--- src/rtl/dfh_pkg.sv ---
package dfh_pkg;
  localparam int MAX_BURST_LOG = 4;
  localparam int BEAT_W = MAX_BURST_LOG + 1;
  localparam int TT_W = 3;
  localparam int MSZ_W = 3;
  localparam int LEGAL_MSZ = 4;

  typedef enum logic [1:0] {
    FC_DMA = 2'd0,
    FC_SRC = 2'd1,
    FC_DST = 2'd2
  } fc_owner_e;

  typedef enum logic {
    SD_IDLE = 1'b0,
    SD_DROP = 1'b1
  } side_state_e;

  function automatic logic src_on_periph(input logic [TT_W-1:0] tt);
    case (tt)
      3'b000, 3'b001, 3'b110: return 1'b0;
      default: return 1'b1;
    endcase
  endfunction

  function automatic logic dst_on_periph(input logic [TT_W-1:0] tt);
    case (tt)
      3'b000, 3'b010, 3'b100: return 1'b0;
      default: return 1'b1;
    endcase
  endfunction

  function automatic fc_owner_e owner_of(input logic [TT_W-1:0] tt);
    if (!tt[2]) return FC_DMA;
    return tt[1] ? FC_DST : FC_SRC;
  endfunction

  function automatic logic msize_legal(input logic [MSZ_W-1:0] code);
    return 32'(code) < LEGAL_MSZ;
  endfunction

  function automatic logic [BEAT_W-1:0] msize_to_beats(input logic [MSZ_W-1:0] code);
    if (code == '0) return BEAT_W'(1);
    return BEAT_W'(1) << (code + MSZ_W'(1));
  endfunction
endpackage

--- src/rtl/dfh_decode.sv ---
module dfh_decode
  import dfh_pkg::*;
(
  input  logic [TT_W-1:0]   tt,
  input  logic [MSZ_W-1:0]  src_msz,
  input  logic [MSZ_W-1:0]  dst_msz,
  output logic              src_periph,
  output logic              dst_periph,
  output fc_owner_e         owner,
  output logic              count_mode,
  output logic              cfg_err,
  output logic [BEAT_W-1:0] src_beats,
  output logic [BEAT_W-1:0] dst_beats
);
  always_comb begin
    src_periph = src_on_periph(tt);
    dst_periph = dst_on_periph(tt);
    owner      = owner_of(tt);
    count_mode = (owner == FC_DMA);
    cfg_err    = !msize_legal(src_msz) || !msize_legal(dst_msz);
    src_beats  = msize_to_beats(src_msz);
    dst_beats  = msize_to_beats(dst_msz);
  end
endmodule

--- src/rtl/dfh_side.sv ---
module dfh_side
  import dfh_pkg::*;
#(
  parameter bit IS_DST = 1'b0
) (
  input  logic              clk,
  input  logic              rst_n,
  input  logic              en,
  input  logic              is_periph,
  input  fc_owner_e         owner,
  input  logic [BEAT_W-1:0] cfg_beats,
  input  logic              rdy,
  input  logic              sreq,
  input  logic              breq,
  input  logic              last,
  output logic              ack,
  output logic              go,
  output logic              go_burst,
  output logic [BEAT_W-1:0] go_beats,
  output logic              blk_done
);
  localparam fc_owner_e MY_ROLE = IS_DST ? FC_DST : FC_SRC;

  side_state_e       st_q;
  logic              req_any;
  logic              is_owner;
  logic              accept;
  logic [BEAT_W-1:0] nxt_beats;

  always_comb begin
    req_any   = sreq | breq;
    is_owner  = is_periph && (owner == MY_ROLE);
    accept    = en && rdy && !go &&
                (!is_periph || (st_q == SD_IDLE && req_any));
    nxt_beats = (is_owner && !breq) ? BEAT_W'(1) : cfg_beats;
  end

  always_ff @(posedge clk or negedge rst_n) begin
    if (!rst_n) begin
      st_q     <= SD_IDLE;
      go       <= 1'b0;
      ack      <= 1'b0;
      blk_done <= 1'b0;
      go_burst <= 1'b0;
      go_beats <= '0;
    end else begin
      go       <= accept;
      ack      <= accept && is_periph;
      blk_done <= accept && is_owner && last;
      if (accept) begin
        go_beats <= nxt_beats;
        go_burst <= nxt_beats > BEAT_W'(1);
      end
      if (accept && is_periph) st_q <= SD_DROP;
      else if (st_q == SD_DROP && !req_any) st_q <= SD_IDLE;
    end
  end

  a_r7_ack_one_cycle: assert property (@(posedge clk) disable iff (!rst_n)
    ack |=> !ack);
  a_r7_ack_with_go: assert property (@(posedge clk) disable iff (!rst_n)
    ack |-> go);
  a_r4_mem_no_ack: assert property (@(posedge clk) disable iff (!rst_n)
    ack |-> $past(is_periph));
  a_r9_done_with_ack: assert property (@(posedge clk) disable iff (!rst_n)
    blk_done |-> (ack && go));
  a_r10_no_back_to_back: assert property (@(posedge clk) disable iff (!rst_n)
    go |=> !go);
  a_r8_wait_for_drop: assert property (@(posedge clk) disable iff (!rst_n)
    (st_q == SD_DROP) |=> !go);
  a_r3_legal_beats: assert property (@(posedge clk) disable iff (!rst_n)
    go |-> (go_beats == 5'd1 || go_beats == 5'd4 || go_beats == 5'd8 || go_beats == 5'd16));
endmodule

--- src/rtl/dfh_flow_unit.sv ---
module dfh_flow_unit
  import dfh_pkg::*;
(
  input  logic              clk,
  input  logic              rst_n,
  input  logic              chan_en,
  input  logic [TT_W-1:0]   xfer_type,
  input  logic [MSZ_W-1:0]  src_msize,
  input  logic [MSZ_W-1:0]  dst_msize,
  input  logic              src_rdy,
  input  logic              src_single,
  input  logic              src_burst_req,
  input  logic              src_last,
  input  logic              dst_rdy,
  input  logic              dst_single,
  input  logic              dst_burst_req,
  input  logic              dst_last,
  output logic              src_ack,
  output logic              src_go,
  output logic              src_go_burst,
  output logic [BEAT_W-1:0] src_go_beats,
  output logic              src_blk_done,
  output logic              dst_ack,
  output logic              dst_go,
  output logic              dst_go_burst,
  output logic [BEAT_W-1:0] dst_go_beats,
  output logic              dst_blk_done,
  output logic [1:0]        flow_owner,
  output logic              count_ends_block,
  output logic              src_is_periph,
  output logic              dst_is_periph,
  output logic              cfg_err
);
  localparam int NSIDE = 2;

  fc_owner_e         owner;
  logic [BEAT_W-1:0] src_cfg_beats;
  logic [BEAT_W-1:0] dst_cfg_beats;
  logic              side_en;

  logic [NSIDE-1:0]  periph_v, rdy_v, sreq_v, breq_v, last_v;
  logic [NSIDE-1:0]  ack_v, go_v, burst_v, done_v;
  logic [BEAT_W-1:0] cfgb_v  [NSIDE];
  logic [BEAT_W-1:0] beats_v [NSIDE];

  dfh_decode u_decode (
    .tt         (xfer_type),
    .src_msz    (src_msize),
    .dst_msz    (dst_msize),
    .src_periph (src_is_periph),
    .dst_periph (dst_is_periph),
    .owner      (owner),
    .count_mode (count_ends_block),
    .cfg_err    (cfg_err),
    .src_beats  (src_cfg_beats),
    .dst_beats  (dst_cfg_beats)
  );

  always_comb begin
    side_en    = chan_en && !cfg_err;
    flow_owner = owner;
    periph_v   = {dst_is_periph, src_is_periph};
    rdy_v      = {dst_rdy, src_rdy};
    sreq_v     = {dst_single, src_single};
    breq_v     = {dst_burst_req, src_burst_req};
    last_v     = {dst_last, src_last};
    cfgb_v[0]  = src_cfg_beats;
    cfgb_v[1]  = dst_cfg_beats;
  end

  for (genvar s = 0; s < NSIDE; s++) begin : g_side
    dfh_side #(.IS_DST(s == 1)) u_side (
      .clk       (clk),
      .rst_n     (rst_n),
      .en        (side_en),
      .is_periph (periph_v[s]),
      .owner     (owner),
      .cfg_beats (cfgb_v[s]),
      .rdy       (rdy_v[s]),
      .sreq      (sreq_v[s]),
      .breq      (breq_v[s]),
      .last      (last_v[s]),
      .ack       (ack_v[s]),
      .go        (go_v[s]),
      .go_burst  (burst_v[s]),
      .go_beats  (beats_v[s]),
      .blk_done  (done_v[s])
    );
  end

  always_comb begin
    src_ack      = ack_v[0];
    src_go       = go_v[0];
    src_go_burst = burst_v[0];
    src_go_beats = beats_v[0];
    src_blk_done = done_v[0];
    dst_ack      = ack_v[1];
    dst_go       = go_v[1];
    dst_go_burst = burst_v[1];
    dst_go_beats = beats_v[1];
    dst_blk_done = done_v[1];
  end

  a_r2_no_periph_end_in_count_mode: assert property (@(posedge clk) disable iff (!rst_n)
    (src_blk_done || dst_blk_done) |-> !$past(count_ends_block));
  a_r3_err_blocks_start: assert property (@(posedge clk) disable iff (!rst_n)
    cfg_err |=> (!src_go && !dst_go));
  a_r10_disabled_no_start: assert property (@(posedge clk) disable iff (!rst_n)
    !chan_en |=> (!src_go && !dst_go));
endmodule

--- config.mk ---
export PLATFORM = sky130hd
export DESIGN_NAME = dfh_flow_unit
export DESIGN_NICKNAME = d
export VERILOG_FILES = /design/src/rtl/dfh_pkg.sv /design/src/rtl/dfh_decode.sv /design/src/rtl/dfh_side.sv /design/src/rtl/dfh_flow_unit.sv
export SDC_FILE = /design/constraint.sdc
export NUM_CORES = 1
export LEC_CHECK = 0
export ABC_AREA = 1
export BUFFER_PORTS_ARGS = -buffer_cell sky130_fd_sc_hd__buf_2
export CORE_ASPECT_RATIO = 1.25
export CORE_MARGIN = 8
export CORE_UTILIZATION = 46
export DETAILED_ROUTE_END_ITERATION = 8
export GPL_TIMING_DRIVEN = 0
export PLACE_DENSITY = 0.89
export SETUP_SLACK_MARGIN = 0.1
export SYNTH_ARGS = -nofsm -noshare
export SYNTH_HDL_FRONTEND = slang
export SYNTH_SLANG_ARGS = --single-unit
export TNS_END_PERCENT = 50
--- constraint.sdc ---
create_clock -name clk -period 1.25 [get_ports clk]
set_input_delay 0.1875 -clock clk [delete_from_list [all_inputs] [get_ports clk]]
set_output_delay 0.1875 -clock clk [all_outputs]
set_load 0.01 [all_outputs]
Yosys cells after proc, flatten, opt, wreduce, memory -nomap -nowiden
Index checks and enable logic that the tools add are counted.
- bits in registers: 20
- input bits: 20
- output and inout bits: 24
- $add $sub $neg: 2
- $lt $le $gt $ge: 4
- equal/unequal tests: 6
- shift-type cells: 2
- mux-type cells: 16
- bitwise logic cells: 4
- reductions and logical operators: 41
- operators by type and width (operator ; number):
    $mux 5 ; 6
    $logic_and 1x1->1 ; 21
    $gt 5x1->1 const B ; 2
    $shl 1x3->5 const A ; 2
    $logic_not 1->1 ; 9
    $logic_not 3->1 ; 3
    $mux 1 ; 8
    $add 3x1->3 const B ; 2
    $eq 3x3->1 const B ; 2
    $lt 3x3->1 const B ; 2
    $reduce_or 3->1 ; 2
    $mux 2 ; 2
    $reduce_bool 2->1 ; 2
    $eq 3x1->1 const B ; 1
    $eq 3x2->1 const B ; 1
    $logic_or 1x1->1 ; 3
    $eq 2x1->1 const B ; 1
    $eq 2x2->1 const B ; 1
    $logic_not 2->1 ; 1
    $not 1->1 ; 2
    $or 1x1->1 ; 2

Depth between registers and ports, before layout
- depth in word-level cells: 10
- mapped depth: 6

Cells and area by module
Synthesis repeated with hierarchy kept, for this count alone.
- cell total of the unflattened synthesis: 131
- area, all modules: 1142.3 sq um
- by module, submodules not included (module ; instances ; cells an instance ; area an instance (sq um) ; seq. area each (sq um)):
    dfh_side ; 2 ; 48 ; 489.2 ; 250.2
    dfh_decode ; 1 ; 33 ; 153.9 ; 0.0
    dfh_flow_unit ; 1 ; 2 ; 10.0 ; 0.0

Least setup slack after synthesis
Ideal clock, no wire load.
- path type: reg2reg
- from: register g_side[1].u_side.go
- to: register g_side[1].u_side.go_beats[2]
- library setup time: 0.117 ns
- arrival: 0.901 ns
- slack: 0.232 ns
- stages on the path, launching flop included: 7
- period minus slack after synthesis: 1.018 ns
- cells stage by stage: dfrtp_1 > inv_1 > nand2_1 > nor2_4 > nand2_4 > nand2_1 > nand2_1
- word-level cells in the longest chain between the ends: 3
- RTL lines (item ; RTL line ; text):
    from (decl) ; dfh_side.sv:17 ; output logic go,
    from (signal assigned) ; dfh_side.sv:47 ; go <= accept;
    $logic_not 1->1 ; dfh_side.sv:33 ; accept = en && rdy && !go &&
    $logic_and 1x1->1 (2 in series) ; dfh_side.sv:33 ;
    to (signal assigned) ; dfh_side.sv:51 ; go_beats <= nxt_beats;
    to (decl) ; dfh_side.sv:19 ; output logic [BEAT_W-1:0] go_beats,
No other way between the ends.
A chain may end at the register's enable or synchronous reset.

Final worst setup path
- from: register g_side[0].u_side.go
- to: register g_side[0].u_side.go_burst
- word-level cells in the longest chain between the ends: 3
- RTL lines (item ; RTL line ; text):
    from (decl) ; dfh_side.sv:17 ;
    from (signal assigned) ; dfh_side.sv:47 ;
    $logic_not 1->1 ; dfh_side.sv:33 ;
    $logic_and 1x1->1 (2 in series) ; dfh_side.sv:33 ;
    to (signal assigned) ; dfh_side.sv:52 ; go_burst <= nxt_beats > BEAT_W'(1);
    to (decl) ; dfh_side.sv:18 ; output logic go_burst,
No other way between the ends.

==> metrics.md <==
| Metric | Value |
|---|---|
| Outcome | `finished clean` |
| Worst slew pin tran | `0.439 ns` |
| # IOs | `44` |
| Worst-case clock buffer depth | `2` |
| Layout area overhead | `28.7%` |
| Hold_sp | `dst_last` |
| Synth area leaders | `dfrtp_1, nand2_1, nand3_1` |
| Fin util | `0.615` |
| GP Congestion | `0.819` |
| Final hold violation count | `0` |
| Synth top area share | `0.479` |
| Routed Antenna Nets | `0` |
| Distinct cells, synth | `17` |
| Hpwl dp | `2.12 mm` |
| Cell-internal power | `1.01 mW` |
| Vias | `1,001` |
| Row Count | `19` |
| DIE WIDTH | `58.6 um` |
| Final worst slack | `0.193 ns` |
| Number of synthesis warnings | `0` |
| Port bufs | `43` |
| Fmax | `946 MHz` |
| Delay-heaviest family, CP | `simple AND/OR/NAND/NOR gates` |
| Leakage power | `0.823 nW` |
| Depth of the CTS H-tree | `1` |
| Ant diodes | `0` |
| DR pass1 iterations | `4` |
| Tcrit/Tclk final | `0.846` |
| Slew headroom | `0.708` |
| Mapped Avg Cell Area | `7.98 um^2` |
| CTS root buf | `clkbuf_4` |
| Crit path launch | `g_side[0].u_side.go` |
| Avg WL per Cell | `12.3 um` |
| Post-synth ARST share | `1.00` |
| Cell taking the most area after synthesis | `dfrtp_1` |
| CP endpoint kind | `flop` |
| Startpoint Class | `flop` |
| First-pass GRT wire length | `4.55 mm` |
| Syn nets | `151` |
| CTS tree | `done` |
| Vias in the first global route | `1,035` |
| Full die area | `4060 um^2` |
| Required @ worst endpoint | `1.45 ns` |
| 1st-iter DRT viols | `34` |
| Switching Share | `0.300` |
| Clock power share | `0.262` |
| Resized Gates After CTS | `0` |
| Starting Density | `0.478` |
| Post-synth top flop | `dfrtp_1` |
| Pin count of the biggest net entering global routing | `21` |
| CTS clk-pin slew, worst paths | `0.11 ns` |
| Nets | `200` |
| Min cycle time layout | `1.06 ns` |
| Antenna violations before repair | `0` |
| FF-to-FF Start | `g_side[0].u_side.go` |
| Register bit total from synthesis | `20` |
| Number of synthesized flops with an enable pin | `0` |
| Gr ovfl total | `0` |
| GRT Total Usage | `0.141` |
| CTS buffer count | `3` |
| Crit path cell chain | `inv_1 -> nand2_1 -> nor2_4 -> nand2_4 -> nand2_1 -> nand2_1` |
| Area of the mapped netlist | `1040 um^2` |
| Comb power frac | `0.228` |
| Cell mode on critical path | `nand2_1` |
| Setup TNS | `0 ns` |
| Area of the core | `2190 um^2` |
| Die Y-Extent | `69.3 um` |
| WHS | `0.0912 ns` |
| VDD IR max | `0.000661 V` |
| DP Worst Slack | `0.133 ns` |
| Number of max-cap violations | `0` |
| HP Class | `in2reg` |
| Worst Path Max Fanout | `7` |
| Drt drc | `0` |
| Critical Path AT | `1.26 ns` |
| Crit Path Category | `reg2reg` |
| Register area share after synthesis | `0.479` |
| CTS Sinks | `20` |
| Via density | `4.77` |
| Setup violators final | `0` |
| Cell at the slowest stage of the critical path | `dfrtp_1` |
| Mapped Cells | `131` |
| RSZ-0062 raised after global routing | `no` |
| Critical path's largest stage delay | `0.39 ns` |
| Final wirelength | `2.59 mm` |
| Switch Pwr | `0.433 mW` |
| Sequential Power Share | `0.510` |
| Max Transition Viols Final | `0` |
| Clock Skew | `0.00142 ns` |
| FILL cells | `203` |
| Share of cells above drive strength 1 | `0.369` |
| Clock latency on the worst-skew pair | `0.30 ns` |
| WP buf/inv | `1` |
| Power per cell area | `1070 nW/um^2` |
-- synthesized netlist by cell type, types with 2 or more instances --
master,instances
nand2_1,35
nor2_4,2
nor2_1,16
o21ai_2,2
inv_2,4
dfrtp_1,20
nand3_1,19
nand2_4,2
nand3_4,2
o21ai_0,2
nand2_2,3
inv_1,19
-- timing repair --
item	in CTS	in global routing
hold endpoints to repair	20	0
buffers inserted	0	0
setup endpoints to repair	0	4
hold buffers	1	0
-- sequential cells by signal (all words and copies together), names as in the netlist --
register                count
g_side.u_side.go_beats     10
g_side.u_side.ack           2
g_side.u_side.blk_done      2
g_side.u_side.go            2
g_side.u_side.go_burst      2
g_side.u_side.st_q          2
-- placed cells by master, fill, tap and decap left out --
master	count
buf_2	43
and2_4	1
nor2_2	1
nand2_1	35
dlygate4sd3_1	1
nor2_1	16
nand2_2	3
nand2_4	2
or2_2	1
nand3_4	2
inv_2	4
o21ai_0	2
nand3_1	19
dfrtp_1	20
nand3b_1	1
clkbuf_4	3
o21ai_2	2
clkbuf_8	1
o21ai_4	1
inv_1	19
nor2_4	2
-- through the flow --
stage / instances / power, mW / instance area (um^2)
after detailed placement: 205 / 1.08 / 1300
final: 210 / 1.44 / 1350
after CTS: 210 / 1.45 / 1350
after global routing: 210 / 1.53 / 1350
after floorplan: 131 / 0.923 / 1040
after global placement: 205 / 1.06 / 1300
-- final timing paths --
check / to / slack (ns) / depth (start not counted)
max: g_side[0].u_side.go_burst / 0.19 / 6
min: g_side[1].u_side.blk_done / 0.09 / 3
max in group asynchronous: g_side[0].u_side.go_beats[2] / 0.59 / 2
max reg2reg: g_side[0].u_side.go_burst / 0.19 / 6
min reg2reg: g_side[0].u_side.go_beats[2] / 0.48 / 2
min in group asynchronous: g_side[1].u_side.go_beats[3] / 0.36 / 2
-- cell families after synthesis --
group                  synth area share
DFF                               0.479
and+or+nand+nor                   0.396
AOI/OAI and AO/OA                0.0419
buffers and inverters            0.0826
-- power by group through the flow --
stage	combinational (mW)	clock, mW	sequential (mW)
after global placement	0.318	0	0.747
after detailed placement	0.330	0	0.750
after floorplan	0.149	0	0.774
final	0.329	0.379	0.737
after CTS	0.334	0.380	0.737
after global routing	0.370	0.415	0.745
-- routing by layer --
metal	share of wire	wire length (um)	up-vias	GRT usage
li1	-	-	499	-
met5	0	0	-	0
met4	0.024	61	0	0.0747
met2	0.52	1330	32	0.245
met1	0.38	981	466	0.145
met3	0.080	208	4	0.0445
-- layout make-up --
class,count,area [um^2],area share
clock buffers,4,36.3,0.0270
inverters,23,86.3,0.0642
multi-input cells,88,458,0.340
flip-flops and latches,20,500,0.372
well taps,31,38.8,0.0288
repair buffers,44,225,0.167
-- worst min-delay path, stage by stage --
cell	delay (ns)
buf_2	0.10
nand2_1	0.05
nor2_1	0.04
Note: power is estimated with default switching activity, not from simulation.
